### config.mk
export PLATFORM = sky130hd
export DESIGN_NAME = ocf_timer
export DESIGN_NICKNAME = d
export VERILOG_FILES = /design/src/rtl/ocf_pkg.sv /design/src/rtl/ocf_prescale.sv /design/src/rtl/ocf_count.sv /design/src/rtl/ocf_channel.sv /design/src/rtl/ocf_timer.sv
export SDC_FILE = /design/constraint.sdc
export NUM_CORES = 1
export LEC_CHECK = 0
export BUFFER_PORTS_ARGS = -buffer_cell sky130_fd_sc_hd__buf_2
export CORE_MARGIN = 3
export CORE_UTILIZATION = 48
export DETAILED_ROUTE_END_ITERATION = 12
export HOLD_SLACK_MARGIN = 0.15
export PLACE_DENSITY = 0.68
export SLEW_MARGIN = 15
export SYNTH_ARGS = -nofsm -noshare
export SYNTH_HDL_FRONTEND = slang
export SYNTH_HIERARCHICAL = 1
export SYNTH_SLANG_ARGS = --single-unit
### constraint.sdc
create_clock -name clk -period 2.5 [get_ports clk]
set_input_delay 0.25 -clock clk [delete_from_list [all_inputs] [get_ports clk]]
set_output_delay 0.25 -clock clk [all_outputs]
set_load 0.01 [all_outputs]
### src/rtl/ocf_pkg.sv
package ocf_pkg;

   typedef enum logic [1:0] {
      ACT_HOLD   = 2'b00,
      ACT_TOGGLE = 2'b01,
      ACT_LOW    = 2'b10,
      ACT_HIGH   = 2'b11
   } oc_act_e;

   // Pin level after one compare event under action a
   function automatic logic act_result(input oc_act_e a, input logic cur);
      logic r;
      unique case (a)
         ACT_HOLD:   r = cur;
         ACT_TOGGLE: r = ~cur;
         ACT_LOW:    r = 1'b0;
         default:    r = 1'b1;
      endcase
      return r;
   endfunction

endpackage

### src/rtl/ocf_prescale.sv
module ocf_prescale #(
   parameter int DIV = 4
) (
   input  logic clk,
   input  logic rst,
   output logic tick
);

   initial begin
      assert (DIV >= 1) else $error("ocf_prescale: DIV must be at least 1");
   end

   generate
      if (DIV == 1) begin : g_direct
         logic live_q;
         always_ff @(posedge clk) begin
            live_q <= !rst;
         end
         assign tick = live_q;
      end else begin : g_divide
         localparam int PW = $clog2(DIV);
         localparam logic [PW-1:0] LAST = PW'(DIV - 1);
         logic [PW-1:0] ph_q;
         always_ff @(posedge clk) begin
            if (rst)               ph_q <= '0;
            else if (ph_q == LAST) ph_q <= '0;
            else                   ph_q <= ph_q + 1'b1;
         end
         assign tick = (ph_q == LAST);

         AST_TICK_SPACED: assert property (@(posedge clk) disable iff (rst)
            tick |=> !tick);
      end
   endgenerate

endmodule

### src/rtl/ocf_count.sv
module ocf_count #(
   parameter int W = 16
) (
   input  logic         clk,
   input  logic         rst,
   input  logic         tick,
   output logic [W-1:0] cnt,
   output logic [W-1:0] cnt_nxt
);

   logic [W-1:0] cnt_q;

   assign cnt_nxt = cnt_q + 1'b1;

   always_ff @(posedge clk) begin
      if (rst)       cnt_q <= '0;
      else if (tick) cnt_q <= cnt_nxt;
   end

   assign cnt = cnt_q;

   AST_CNT_STEP: assert property (@(posedge clk) disable iff (rst)
      tick |=> cnt_q == $past(cnt_q) + W'(1));
   AST_CNT_IDLE: assert property (@(posedge clk) disable iff (rst)
      !tick |=> $stable(cnt_q));

endmodule

### src/rtl/ocf_channel.sv
module ocf_channel
   import ocf_pkg::*;
#(
   parameter int W = 16
) (
   input  logic         clk,
   input  logic         rst,
   input  logic         tick,
   input  logic [W-1:0] cnt_nxt,
   input  logic [W-1:0] cmp,
   input  oc_act_e      act,
   input  logic         force_wr,
   input  logic         flag_clr,
   output logic         pin,
   output logic         flag
);

   logic pend_q;
   logic pin_q;
   logic flag_q;
   logic hit;
   logic fire;

   // A real match: this tick moves the counter onto the compare value
   assign hit  = tick && (cnt_nxt == cmp);
   // A pending force consumed on this tick, merged with a match so the action runs once
   assign fire = hit || (tick && pend_q);

   // A write wins over consumption, so a write on a tick edge waits for the next tick
   always_ff @(posedge clk) begin
      if (rst)           pend_q <= 1'b0;
      else if (force_wr) pend_q <= 1'b1;
      else if (tick)     pend_q <= 1'b0;
   end

   always_ff @(posedge clk) begin
      if (rst)       pin_q <= 1'b0;
      else if (fire) pin_q <= act_result(act, pin_q);
   end

   always_ff @(posedge clk) begin
      if (rst)           flag_q <= 1'b0;
      else if (hit)      flag_q <= 1'b1;
      else if (flag_clr) flag_q <= 1'b0;
   end

   assign pin  = pin_q;
   assign flag = flag_q;

   AST_FLAG_FROM_MATCH: assert property (@(posedge clk) disable iff (rst)
      $rose(flag_q) |-> $past(tick && (cnt_nxt == cmp)));
   AST_PIN_ON_TICK: assert property (@(posedge clk) disable iff (rst)
      !$stable(pin_q) |-> $past(tick));
   AST_HOLD_KEEPS_PIN: assert property (@(posedge clk) disable iff (rst)
      !$stable(pin_q) |-> $past(act) != ACT_HOLD);
   AST_FORCE_LANDS: assert property (@(posedge clk) disable iff (rst)
      (pend_q && tick && act == ACT_HIGH) |=> pin_q);
   AST_FLAG_STICKY: assert property (@(posedge clk) disable iff (rst)
      (flag_q && !flag_clr) |=> flag_q);

endmodule

### src/rtl/ocf_timer.sv
module ocf_timer
   import ocf_pkg::*;
#(
   parameter int CNT_W        = 16,
   parameter int NUM_CH       = 5,
   parameter int PRESCALE_DIV = 4,
   parameter int ADDR_W       = 4,
   parameter int DATA_W       = 16
) (
   input  logic              clk,
   input  logic              rst,
   input  logic [ADDR_W-1:0] bus_addr,
   input  logic [DATA_W-1:0] bus_wdata,
   input  logic              bus_we,
   output logic [DATA_W-1:0] bus_rdata,
   output logic [NUM_CH-1:0] oc_pin
);

   localparam int FORCE_MSB = 7;
   localparam logic [ADDR_W-1:0] A_CNT      = ADDR_W'(0);
   localparam logic [ADDR_W-1:0] A_CTRL     = ADDR_W'(1);
   localparam logic [ADDR_W-1:0] A_FLAG     = ADDR_W'(2);
   localparam logic [ADDR_W-1:0] A_FORCE    = ADDR_W'(3);
   localparam logic [ADDR_W-1:0] A_CMP_BASE = ADDR_W'(8);

   initial begin
      assert (NUM_CH >= 1 && NUM_CH <= 5) else $error("ocf_timer: NUM_CH must be 1..5");
      assert (DATA_W >= CNT_W && DATA_W >= 8) else $error("ocf_timer: DATA_W too narrow");
      assert (DATA_W >= 2 * NUM_CH) else $error("ocf_timer: control field does not fit");
      assert (ADDR_W >= 4) else $error("ocf_timer: ADDR_W must be at least 4");
   end

   logic              tick;
   logic [CNT_W-1:0]  cnt;
   logic [CNT_W-1:0]  cnt_nxt;
   logic [NUM_CH-1:0] flags;
   logic [NUM_CH-1:0] force_wr;
   logic [NUM_CH-1:0] flag_clr;
   oc_act_e           ctrl_q [NUM_CH];
   logic [CNT_W-1:0]  cmp_q  [NUM_CH];

   ocf_prescale #(.DIV(PRESCALE_DIV)) u_prescale (
      .clk  (clk),
      .rst  (rst),
      .tick (tick)
   );

   ocf_count #(.W(CNT_W)) u_count (
      .clk     (clk),
      .rst     (rst),
      .tick    (tick),
      .cnt     (cnt),
      .cnt_nxt (cnt_nxt)
   );

   generate
      for (genvar i = 0; i < NUM_CH; i++) begin : g_ch
         localparam logic [ADDR_W-1:0] A_MY_CMP = A_CMP_BASE + ADDR_W'(i);

         assign force_wr[i] = bus_we && (bus_addr == A_FORCE) && bus_wdata[FORCE_MSB - i];
         assign flag_clr[i] = bus_we && (bus_addr == A_FLAG)  && bus_wdata[i];

         always_ff @(posedge clk) begin
            if (rst) begin
               ctrl_q[i] <= ACT_HOLD;
               cmp_q[i]  <= '1;
            end else if (bus_we) begin
               if (bus_addr == A_CTRL)   ctrl_q[i] <= oc_act_e'(bus_wdata[2*i +: 2]);
               if (bus_addr == A_MY_CMP) cmp_q[i]  <= bus_wdata[CNT_W-1:0];
            end
         end

         ocf_channel #(.W(CNT_W)) u_chan (
            .clk      (clk),
            .rst      (rst),
            .tick     (tick),
            .cnt_nxt  (cnt_nxt),
            .cmp      (cmp_q[i]),
            .act      (ctrl_q[i]),
            .force_wr (force_wr[i]),
            .flag_clr (flag_clr[i]),
            .pin      (oc_pin[i]),
            .flag     (flags[i])
         );
      end
   endgenerate

   // Force address falls through to zero: the strobe register holds no state
   always_comb begin
      bus_rdata = '0;
      if (bus_addr == A_CNT) begin
         bus_rdata = DATA_W'(cnt);
      end else if (bus_addr == A_CTRL) begin
         for (int i = 0; i < NUM_CH; i++) bus_rdata[2*i +: 2] = ctrl_q[i];
      end else if (bus_addr == A_FLAG) begin
         bus_rdata[NUM_CH-1:0] = flags;
      end
      for (int i = 0; i < NUM_CH; i++) begin
         if (bus_addr == A_CMP_BASE + ADDR_W'(i)) bus_rdata = DATA_W'(cmp_q[i]);
      end
   end

   AST_FORCE_READS_ZERO: assert property (@(posedge clk) disable iff (rst)
      (bus_addr == A_FORCE) |-> (bus_rdata == '0));

endmodule

Yosys cells after proc, flatten, opt, wreduce, memory -nomap -nowiden
Memory sizes are Yosys's and may differ from the RTL's.
Cells that the tools add are included.
{"block": "classes", "add_sub_neg": 2, "n_reduce_logical": 49, "bitwise": 20, "mux": 67, "eq_ne": 24}
{"op": "two-way mux 16 bit", "n": 10}
{"op": "equality test 16 bit", "n": 5}
{"op": "two-way mux 1 bit", "n": 42}
{"op": "logical AND 1 bit", "n": 22}
{"op": "equality test 4 bit, second input constant", "n": 5}
{"op": "nonzero test 2 bit", "n": 10}
{"op": "adder 16 x 1 -> 16 bit, second input constant", "n": 1}
{"op": "two-way mux 5 bit", "n": 3}
{"op": "case mux 1 bit (3 select lines)", "n": 5}
{"op": "equality test 2 bit, second input constant", "n": 6}
{"op": "equality test 2 x 1 -> 1 bit, second input constant", "n": 5}
{"op": "zero test 2 bit", "n": 5}
{"op": "two-way mux 10 bit", "n": 1}
{"op": "two-way mux 2 bit", "n": 5}
{"op": "inverter 1 bit", "n": 10}
{"op": "OR 1 bit", "n": 10}
{"op": "AND reduction 2 bit", "n": 5}
{"op": "equality test 4 x 2 -> 1 bit, second input constant", "n": 2}
{"op": "two-way mux 6 bit", "n": 1}
{"op": "logical OR 1 bit", "n": 5}
{"op": "equality test 4 x 1 -> 1 bit, second input constant", "n": 1}
{"op": "zero test 4 bit", "n": 1}
{"op": "adder 2 x 1 -> 2 bit, second input constant", "n": 1}
{"op": "OR reduction 2 bit", "n": 1}
{"block": "totals", "regBits": 33, "wordCells": 181, "output_inout_bits": 21, "mem_bits_rw": 90, "mem_count": 2}
{"name": "cmp_q", "words": 5, "word_bits": 16, "rd": 5, "rd_clocked_by_memory_dff": 0, "wr": 5, "line_no": "ocf_timer.sv:40", "source": "logic [CNT_W-1:0] cmp_q [NUM_CH];"}
{"name": "ctrl_q", "words": 5, "word_bits": 2, "rd": 5, "rd_clocked_by_memory_dff": 0, "wr": 5, "line_no": "ocf_timer.sv:39", "source": "oc_act_e ctrl_q [NUM_CH];"}

Longest topological paths before layout
Gate-level depths: netlist of run 1.
{"block": "logic_depth", "word_depth": 9, "ltp_mapped": 11, "ltp_nobuf": 10}

By module
The synthesis of run 1 kept the hierarchy.
{"mod": "ocf_timer", "seq_area_each_um2": 2702.6, "area_per_inst_um2": 4730.8, "n_inst": 1, "cells_each": 397}
{"mod": "ocf_channel", "seq_area_each_um2": 60.1, "area_per_inst_um2": 325.3, "n_inst": 5, "cells_each": 39}
{"mod": "ocf_count", "seq_area_each_um2": 320.3, "area_per_inst_um2": 972.2, "n_inst": 1, "cells_each": 116}
{"mod": "ocf_prescale", "seq_area_each_um2": 40.0, "area_per_inst_um2": 75.1, "n_inst": 1, "cells_each": 5}

Least setup slack after synthesis of run 1
OpenSTA, ideal clock, no wires.
{"block": "synth_timing", "kind": "flip-flop to flip-flop", "from": "reg u_count.cnt_q[0] (netlist: u_count/cnt[0])", "to": "reg g_ch[0].u_chan.pin_q", "t_arrival_ns": 2.408, "t_required_ns": 2.377, "stages_incl_launch_ff": 11, "path_slack_ns": -0.032, "setup_time_ns": 0.123, "cell_sequence": "dfxtp_1 -> ha_1 -> and3_1 -> nand4_4 -> nor2_1 -> xor2_1 -> xnor2_1 -> nand3_1 -> nor3_1 -> nand4_1 -> mux2_1"}
{"block": "synth_between", "elab_chain_len": 5}
{"item": "start: declaration", "line_no": "ocf_count.sv:11", "source": "logic [W-1:0] cnt_q;"}
{"item": "start signal: assignment", "line_no": "ocf_count.sv:17", "source": "else if (tick) cnt_q <= cnt_nxt;"}
{"item": "adder 16 x 1 -> 16 bit", "line_no": "ocf_count.sv:13", "source": "assign cnt_nxt = cnt_q + 1'b1;"}
{"item": "named net cnt_nxt[14]", "line_no": "ocf_timer.sv:35", "source": "logic [CNT_W-1:0] cnt_nxt;"}
{"item": "equality test 16 bit", "line_no": "ocf_channel.sv:25", "source": "assign hit = tick && (cnt_nxt == cmp);"}
{"item": "logical AND 1 bit", "line_no": "ocf_channel.sv:25"}
{"item": "logical OR 1 bit", "line_no": "ocf_channel.sv:27", "source": "assign fire = hit || (tick && pend_q);"}
{"item": "AND reduction 2 bit (no line)"}
{"item": "end signal: assignment", "line_no": "ocf_channel.sv:38", "source": "else if (fire) pin_q <= act_result(act, pin_q);"}
{"item": "end: declaration", "line_no": "ocf_channel.sv:19", "source": "logic pin_q;"}
The timed path passes the listed nets, and every way through them passes these cells.
A chain may end at the register's enable or synchronous reset.

Final worst setup path of run 1
{"block": "layout_timing", "from": "reg u_count.cnt_q[0] (netlist: u_count/cnt[0])", "to": "reg g_ch[2].u_chan.pin_q"}
{"block": "layout_between", "elab_chain_len": 5}
{"item": "adder 16 x 1 -> 16 bit", "line_no": "ocf_count.sv:13"}
{"item": "named net cnt_nxt[11]", "line_no": "ocf_timer.sv:35"}
{"item": "equality test 16 bit", "line_no": "ocf_channel.sv:25"}
{"item": "logical AND 1 bit", "line_no": "ocf_channel.sv:25"}
{"item": "logical OR 1 bit", "line_no": "ocf_channel.sv:27"}
{"item": "AND reduction 2 bit (no line)"}
{"item": "end signal: assignment", "line_no": "ocf_channel.sv:38"}
{"item": "end: declaration", "line_no": "ocf_channel.sv:19"}
The timed path passes the listed nets, and every way through them passes these cells.

==> results.py, run 1 <==
metrics = {
    "status": {
        "outcome": "completed",
    },
    "detailed_routing": {
        "vias_per_cell": 6.05,
        "ant_nets": 0,
        "routed_len_inst_um": 23.1,
        "route.vias.total": 6017,
        "drt_first_pass_iters": 5,
        "wl_mm": 22.9,
        "detail_route.drc_violations": 0,
        "detailedRoute.firstIterationViolations": 668,
    },
    "cells_and_area": {
        "fill_cells": 1211,
        "antenna_cells_inserted": 0,
        "final_nets": 823,
        "synthToLayoutAreaGrowth_pct": 19.8,
        "post_route_cells_drive_above_1_share_pct": 29.0,
        "register_area_um2": 3370,
        "final_area_um2": 8870,
        "multiInputGateArea_um2": 3940,
    },
    "worst_setup_path": {
        "crit_path_frequent_cell": "sky130_fd_sc_hd__nand4_1",
        "critical_path.max_fanout": 5,
        "timing.critical_path.cells": "buf_6 -> and4_4 -> nand4_1 -> xnor2_1 -> buf_4 -> xnor2_2 -> nand3_2 -> nor3_4 -> nand4_1 -> mux2_4",
        "worst_path_largest_cell_delay_ns": 0.36,
        "worst-endpoint-required_ns": 2.81,
        "crit_path_start_kind": "register",
        "worstPathArrival_ns": 2.80,
        "worst-setup-path-type": "reg2reg",
        "crit_end_element": "register",
        "timing.critical_path.slowest_stage_cell": "sky130_fd_sc_hd__dfxtp_4",
    },
    "place": {
        "place.gp.congestion": 0.953,
        "placement.cell_area_um2": 8030,
        "detailed_place_hpwl_mm": 16.5,
        "numPortBuffers": 43,
    },
    "grt": {
        "grt_antenna_before_repair": 0,
        "grt_overflow_total": 0,
        "global_route_wire_length_before_repair_mm": 35.2,
        "grt_max_degree": 45,
        "grt_pass1_vias": 6135,
        "combined_global_route_utilization_of_all_metal_layers_pct": 28.0,
    },
    "cts": {
        "numCtsBuffers": 17,
        "h-tree-depth": 4,
        "ctsLongestPathBuffers": 2,
        "cts.reportedPaths.clkPinSlew_ns": 0.06,
        "cts_num_sinks": 123,
        "clock_tree.root_cell": "sky130_fd_sc_hd__clkbuf_16",
        "worst_skew_pair.late_latency_ns": 0.43,
        "tritoncts": "built",
    },
    "power_and_ir_drop": {
        "intPower_mw": 4.07,
        "sw_ratio_pct": 25.0,
        "p_leak_nw": 3.20,
        "irDropWorstVdd_mv": 0.547,
        "power.sequential.fraction_pct": 43.8,
        "power.share.combinational_pct": 10.2,
        "netSwitchingPower_mw": 1.36,
        "clock_power_share_pct": 46.0,
        "power_per_cell_area_nw_per_um2": 612,
        "fin_total_pwr_mw": 5.43,
    },
    "hold_path": {
        "hold_path.class": "in2reg",
    },
    "timing": {
        "slew_headroom_pct": 47.1,
        "timing_hold_violations_final": 0,
        "maxSlewViolCount": 0,
        "tightest_slew_ns": 0.793,
        "setup_viol": 0,
        "final_period_minus_worst_setup_slack_ns": 2.49,
        "timing.final.crit_share_pct": 99.6,
        "finalClockSkew_ns": 0.00940,
        "setup_tns_ns": 0,
        "clock.fmax_ghz": 0.401,
        "grt_setup_unrepaired": "true",
    },
    "die": {
        "initial_utilization_pct": 50.0,
        "core_um2": 14800,
        "core.rowCount": 44,
        "chipHeight_um": 130,
        "ios": 44,
        "floorplan.die_area_um2": 17000,
        "dieWidth_um": 130,
    },
    "yosys": {
        "yosysUniqueCellTypes": 57,
        "synthesis.area_um2": 7400,
        "synth_edf_count": 90,
        "synth.avg_cell_area_um2": 10.4,
        "synthCells": 713,
        "synth-warning-count": 6,
        "synth_top_flop_cell": "sky130_fd_sc_hd__edfxtp_1",
        "asyncSetResetFlopFracSynth_pct": 0,
        "synth_register_bits": 123,
        "synth-seq-area-share_pct": 45.4,
        "synthesis.nets": 738,
    },
    "run": {
        "cap_viol_max_count": 0,
    },
}
sequential cells by signal, summed over array words and instances (netlist names):
signal                    flops
cmp_q                        80
ctrl_q                       10
g_ch.u_chan/flag              5
g_ch.u_chan/pend_q            5
g_ch.u_chan/pin               5
u_count/cnt                  16
u_prescale/g_divide.ph_q      2
cell type report:
cell class                 count  area share, %
multi-input combinational    540           44.4
clock inverter                12           1.66
tap                          184           2.59
timing repair buffer         105           7.97
sequential                   123           38.0
inverter                      11          0.465
clock buffer                  20           4.92
timing repair:
item | 4_1_cts | 5_1_grt
buffers inserted | 3 | 6
pin swaps | 9 | 24
resized for setup | 24 | 16
endpoints found under the hold margin | 4 | 0
setup endpoints to repair | 6 | 6
hold buffers | 1 | 0
kinds of logic after synthesis:
group,synth area share [%]
DFF,45.4
muxes,4.88
buffers and inverters,3.63
AOI/OAI and AO/OA,8.96
and+or+nand+nor,23.9
adders and majority gates,0.338
xor gates and xnor gates,12.9
worst max-delay path, delay by kind of cell (launching register included):
kind          cells  cell delay (ns)
simple gates      5             0.99
xor+xnor          2             0.37
flops             1             0.36
mux               1             0.33
buf+inv           2             0.32
per-layer routing:
metal	wire length, um	up-vias	global-route usage, %
met5	0	-	0
met3	1810	58	6.39
li1	-	2719	-
met2	10700	290	45.0
met1	9580	2950	37.1
met4	801	0	10.7
path summary, 6_finish.rpt:
path                                     from  cells past startpoint  slack [ns]                          end
hold / removal                  bus_wdata[13]                      2        0.17                 cmp_q[4][13]
setup reg to reg               u_count/cnt[0]                     10       0.009           g_ch[2].u_chan/pin
hold reg to reg   u_prescale/g_divide.ph_q[0]                      1        0.43  u_prescale/g_divide.ph_q[0]
setup / recovery               u_count/cnt[0]                     10       0.009           g_ch[2].u_chan/pin
metrics by stage:
stage | hold slack [ns] | util, % | setup WS [ns] | std cells
final | 0.172 | 59.9 | 0.00889 | 995
after global routing | 0.165 | 59.9 | -0.0856 | 995
after CTS | 0.161 | 59.0 | 0.00243 | 989
after detailed placement | 0.426 | 54.2 | -0.288 | 953
after global placement | 0.417 | 54.2 | -0.222 | 953
after floorplan | 0.319 | - | 0.0108 | 713
cell usage in the layout (no fill, tap or decap), types with 6 or more instances in the layout:
master / n
sky130_fd_sc_hd__and2_1: 21
sky130_fd_sc_hd__and3_1: 9
sky130_fd_sc_hd__xnor2_2: 7
sky130_fd_sc_hd__a21oi_1: 26
sky130_fd_sc_hd__nand4_1: 23
sky130_fd_sc_hd__edfxtp_1: 90
sky130_fd_sc_hd__xnor2_1: 69
sky130_fd_sc_hd__nor2_1: 35
sky130_fd_sc_hd__inv_1: 11
sky130_fd_sc_hd__dfxtp_1: 31
sky130_fd_sc_hd__nor3_2: 6
sky130_fd_sc_hd__xor2_1: 32
sky130_fd_sc_hd__nor3_1: 8
sky130_fd_sc_hd__buf_4: 57
sky130_fd_sc_hd__clkbuf_16: 17
sky130_fd_sc_hd__or3_1: 21
sky130_fd_sc_hd__nand3_1: 17
sky130_fd_sc_hd__o21a_1: 6
sky130_fd_sc_hd__mux2i_1: 26
sky130_fd_sc_hd__nand2_1: 35
sky130_fd_sc_hd__nand2b_1: 23
sky130_fd_sc_hd__nor4_2: 6
sky130_fd_sc_hd__buf_2: 43
sky130_fd_sc_hd__or2_2: 49
sky130_fd_sc_hd__o21ai_0: 18
sky130_fd_sc_hd__nor2b_1: 11
sky130_fd_sc_hd__a31oi_1: 9
cell usage after synthesis, types with 6 or more instances:
library cell               count  share of area (%)
sky130_fd_sc_hd__or3_1        21                1.8
sky130_fd_sc_hd__nor2_1       38                1.9
sky130_fd_sc_hd__or2_2        49                4.1
sky130_fd_sc_hd__buf_2        15                1.0
sky130_fd_sc_hd__and2_1       21                1.8
sky130_fd_sc_hd__nand2_1      35                1.8
sky130_fd_sc_hd__a31oi_1       9               0.76
sky130_fd_sc_hd__xnor2_1      76                9.0
sky130_fd_sc_hd__edfxtp_1     90                 36
sky130_fd_sc_hd__nand2b_1     23                1.9
sky130_fd_sc_hd__nor4_2        6                1.0
sky130_fd_sc_hd__and3_1       10               0.84
sky130_fd_sc_hd__o21ai_0      18                1.2
sky130_fd_sc_hd__xor2_1       33                3.9
sky130_fd_sc_hd__nand3_1      20                1.4
sky130_fd_sc_hd__nor3_1       13               0.88
sky130_fd_sc_hd__inv_1        11               0.56
sky130_fd_sc_hd__nand4_1      23                1.9
sky130_fd_sc_hd__clkbuf_1      9               0.46
sky130_fd_sc_hd__dfxtp_1      33                8.9
sky130_fd_sc_hd__a21oi_1      27                1.8
sky130_fd_sc_hd__o21a_1        6               0.61
sky130_fd_sc_hd__nor2b_1      11               0.93
sky130_fd_sc_hd__mux2i_1      26                3.5
power by group through the flow:
stage / sequential, mW / combinational, mW / clock [mW]
after global placement: 2.41 / 0.523 / 0
final: 2.38 / 0.553 / 2.50
after global routing: 2.39 / 0.591 / 2.61
after floorplan: 2.39 / 0.334 / 0
after CTS: 2.38 / 0.540 / 2.50
after detailed placement: 2.42 / 0.528 / 0
(Power assumes the default switching activity.)
==> run 2: changes to the inputs <==
Settings changed: CTS_BUF_LIST set to sky130_fd_sc_hd__clkbuf_4 sky130_fd_sc_hd__clkbuf_8 sky130_fd_sc_hd__clkbuf_16, TNS_END_PERCENT set to 100.
==> run 2 against run 1 <==
Net effect: clock power barely moved; the flow now finishes with violations (setup timing); first-iteration DRC count increased by 24%; largest cell class unchanged; clock-buffer cell count stayed put; setup slack got worse by 0.027 ns; sequential cell count stayed put; sequential power about the same; sequential share of layout area is 0.31 points lower; total power is 0.53% higher; core utilization grew 0.50 points; global-route usage barely moved; combinational power increased by 0.9%; design area is 0.83% higher; critical path type unchanged.
==> results.py, run 2 (synthesis gave the netlist of run 1 again) <==
metrics = {
    "status": {
        "outcome": "finished, violations left",
        "violated_checks": "setup timing",
    },
    "cells_and_area": {
        "mostFrequentLayoutCells": "sky130_fd_sc_hd__edfxtp_1 (90), sky130_fd_sc_hd__xnor2_1 (68), sky130_fd_sc_hd__buf_4 (56)",
        "largest_reg_flops": 80,
        "top_register": "cmp_q",
        "antenna_cells_inserted": 0,
        "fill_cells": 1193,
        "synthToLayoutAreaGrowth_pct": 20.8,
        "final_cell_count_no_fill": 996,
        "final_area_um2": 8950,
        "final_common_cell": "sky130_fd_sc_hd__edfxtp_1",
        "final_nets": 824,
        "post_route_cells_drive_above_1_share_pct": 29.9,
        "postLayoutCoreUtil_pct": 60.4,
    },
    "place": {
        "place.gp.congestion": 0.953,
        "place_ws_ns": -0.288,
        "numPortBuffers": 43,
        "detailed_place_hpwl_mm": 16.5,
        "placement.cell_area_um2": 8030,
        "numPlacedInstances": 953,
    },
    "power_and_ir_drop": {
        "power_per_cell_area_nw_per_um2": 610,
        "power.sequential.fraction_pct": 43.6,
        "netSwitchingPower_mw": 1.35,
        "sw_ratio_pct": 24.8,
        "power.share.combinational_pct": 10.2,
        "clock_power_share_pct": 46.2,
        "irDropWorstVdd_mv": 0.735,
        "intPower_mw": 4.11,
        "p_leak_nw": 3.24,
    },
    "detailed_routing": {
        "wl_mm": 23.1,
        "route.vias.total": 6115,
        "routed_len_inst_um": 23.1,
        "vias_per_cell": 6.14,
        "detail_route.drc_violations": 0,
        "ant_nets": 0,
        "detailedRoute.firstIterationViolations": 825,
        "drt_first_pass_iters": 6,
    },
    "die": {
        "ios": 44,
        "dieWidth_um": 130,
        "core_um2": 14800,
        "core.rowCount": 44,
        "initial_utilization_pct": 50.0,
        "floorplan.die_area_um2": 17000,
        "chipHeight_um": 130,
    },
    "timing": {
        "maxSlewViolCount": 0,
        "timing_hold_violations_final": 0,
        "timing.final.crit_share_pct": 101,
        "grt_setup_unrepaired": "true",
        "clock.fmax_ghz": 0.397,
        "finalClockSkew_ns": 0.00854,
        "final_period_minus_worst_setup_slack_ns": 2.52,
        "setup_tns_ns": -0.0183,
        "setup_viol": 1,
        "tightest_slew_ns": 0.813,
        "fin_ws_ns": -0.0183,
        "slew_headroom_pct": 45.8,
    },
    "cts": {
        "worst_skew_pair.late_latency_ns": 0.42,
        "cts_num_sinks": 123,
        "h-tree-depth": 4,
        "clock_tree.root_cell": "sky130_fd_sc_hd__clkbuf_16",
        "numCtsBuffers": 17,
        "ctsLongestPathBuffers": 2,
        "tritoncts": "built",
        "cts.reportedPaths.clkPinSlew_ns": 0.06,
    },
    "worst_setup_path": {
        "r2r_cells": 10,
        "worst-endpoint-required_ns": 2.81,
        "critical_path.max_fanout": 5,
        "crit_path_start_kind": "register",
        "worstPathArrival_ns": 2.82,
        "reg2reg_from": "u_count/cnt[0]",
        "r2r-end": "g_ch[2].u_chan/pin",
        "crit_end_element": "register",
        "worst-setup-path-type": "reg2reg",
        "register_to_register_setup_slack_ns": -0.02,
    },
    "grt": {
        "global_route_wire_length_before_repair_mm": 35.2,
        "combined_global_route_utilization_of_all_metal_layers_pct": 28.0,
        "grt_pass1_vias": 6117,
        "grt_antenna_before_repair": 0,
        "grt_max_degree": 45,
        "grt_overflow_total": 0,
    },
    "hold_path": {
        "worst_hold_startpoint": "bus_wdata[12]",
        "hold_path.class": "in2reg",
        "hold_end": "cmp_q[2][12]",
        "whs_path_depth": 2,
    },
    "run": {
        "cap_viol_max_count": 0,
    },
}
-- run 2: cell types whose count changed in the layout (fill, tap and decap cells not counted), sizes merged --
cell and change:
buf +1
-- run 2: area by class of cell --
cell class | count | area, um2 | area share (%)
Timing Repair Buffer | 106 | 722 | 8.07
Inverter | 11 | 41.3 | 0.461
Clock buffer | 20 | 448 | 5.01
Clock inverter | 12 | 148 | 1.65
Tap cell | 184 | 230 | 2.57
Sequential cell | 123 | 3370 | 37.6
Multi-Input combinational cell | 540 | 3990 | 44.6
-- run 2: power groups by stage --
stage	combinational (mW)	sequential [mW]	clock (mW)
5_1_grt	0.595	2.39	2.64
2_1_floorplan	0.334	2.39	0
3_5_place_dp	0.528	2.42	0
4_1_cts	0.540	2.38	2.54
6_report	0.558	2.38	2.52
3_3_place_gp	0.523	2.41	0
-- run 2: critical path, stage by stage, from the launching register on --
cell	delay [ns]
sky130_fd_sc_hd__dfxtp_4	0.37
sky130_fd_sc_hd__buf_6	0.10
sky130_fd_sc_hd__and4_4	0.23
sky130_fd_sc_hd__nand4_1	0.20
sky130_fd_sc_hd__xnor2_1	0.23
sky130_fd_sc_hd__buf_4	0.21
sky130_fd_sc_hd__xnor2_1	0.17
sky130_fd_sc_hd__nand3_2	0.14
sky130_fd_sc_hd__nor3_4	0.25
sky130_fd_sc_hd__nand4_1	0.18
sky130_fd_sc_hd__mux2_4	0.33
-- run 2: what timing repair did --
action,CTS,global route
setup buffers,4,6
endpoints found under the setup margin,6,6
hold endpoints to repair,4,0
gates resized for setup,25,24
pin swaps,8,28
hold buffers,1,0
-- run 2: through the flow --
stage | total power, mW | hold WS (ns)
finish | 5.46 | 0.177
global route | 5.62 | 0.166
CTS | 5.45 | 0.159
detailed placement | 2.94 | 0.426
global placement | 2.94 | 0.417
floorplan | 2.72 | 0.319
-- run 2: worst max-delay path by stage --
stage,startpoint,endpoint,depth (start not counted)
final,u_count/cnt[0],g_ch[2].u_chan/pin,10
after CTS,u_count/cnt[1],g_ch[2].u_chan/pin,10
after global placement,u_count/cnt[0],g_ch[2].u_chan/pin,11
after floorplan,u_count/cnt[0],g_ch[0].u_chan/pin,9
after global routing,u_count/cnt[1],g_ch[2].u_chan/pin,10
after detailed placement,u_count/cnt[1],g_ch[2].u_chan/pin,11
-- run 2: routing by layer --
layer / wire length [um] / vias to the layer above / global-route usage (%)
met4: 649 / 0 / 10.6
met1: 9580 / 3037 / 37.2
met2: 11000 / 294 / 45.0
li1: - / 2732 / -
met3: 1860 / 52 / 6.06
met5: 0 / - / 0
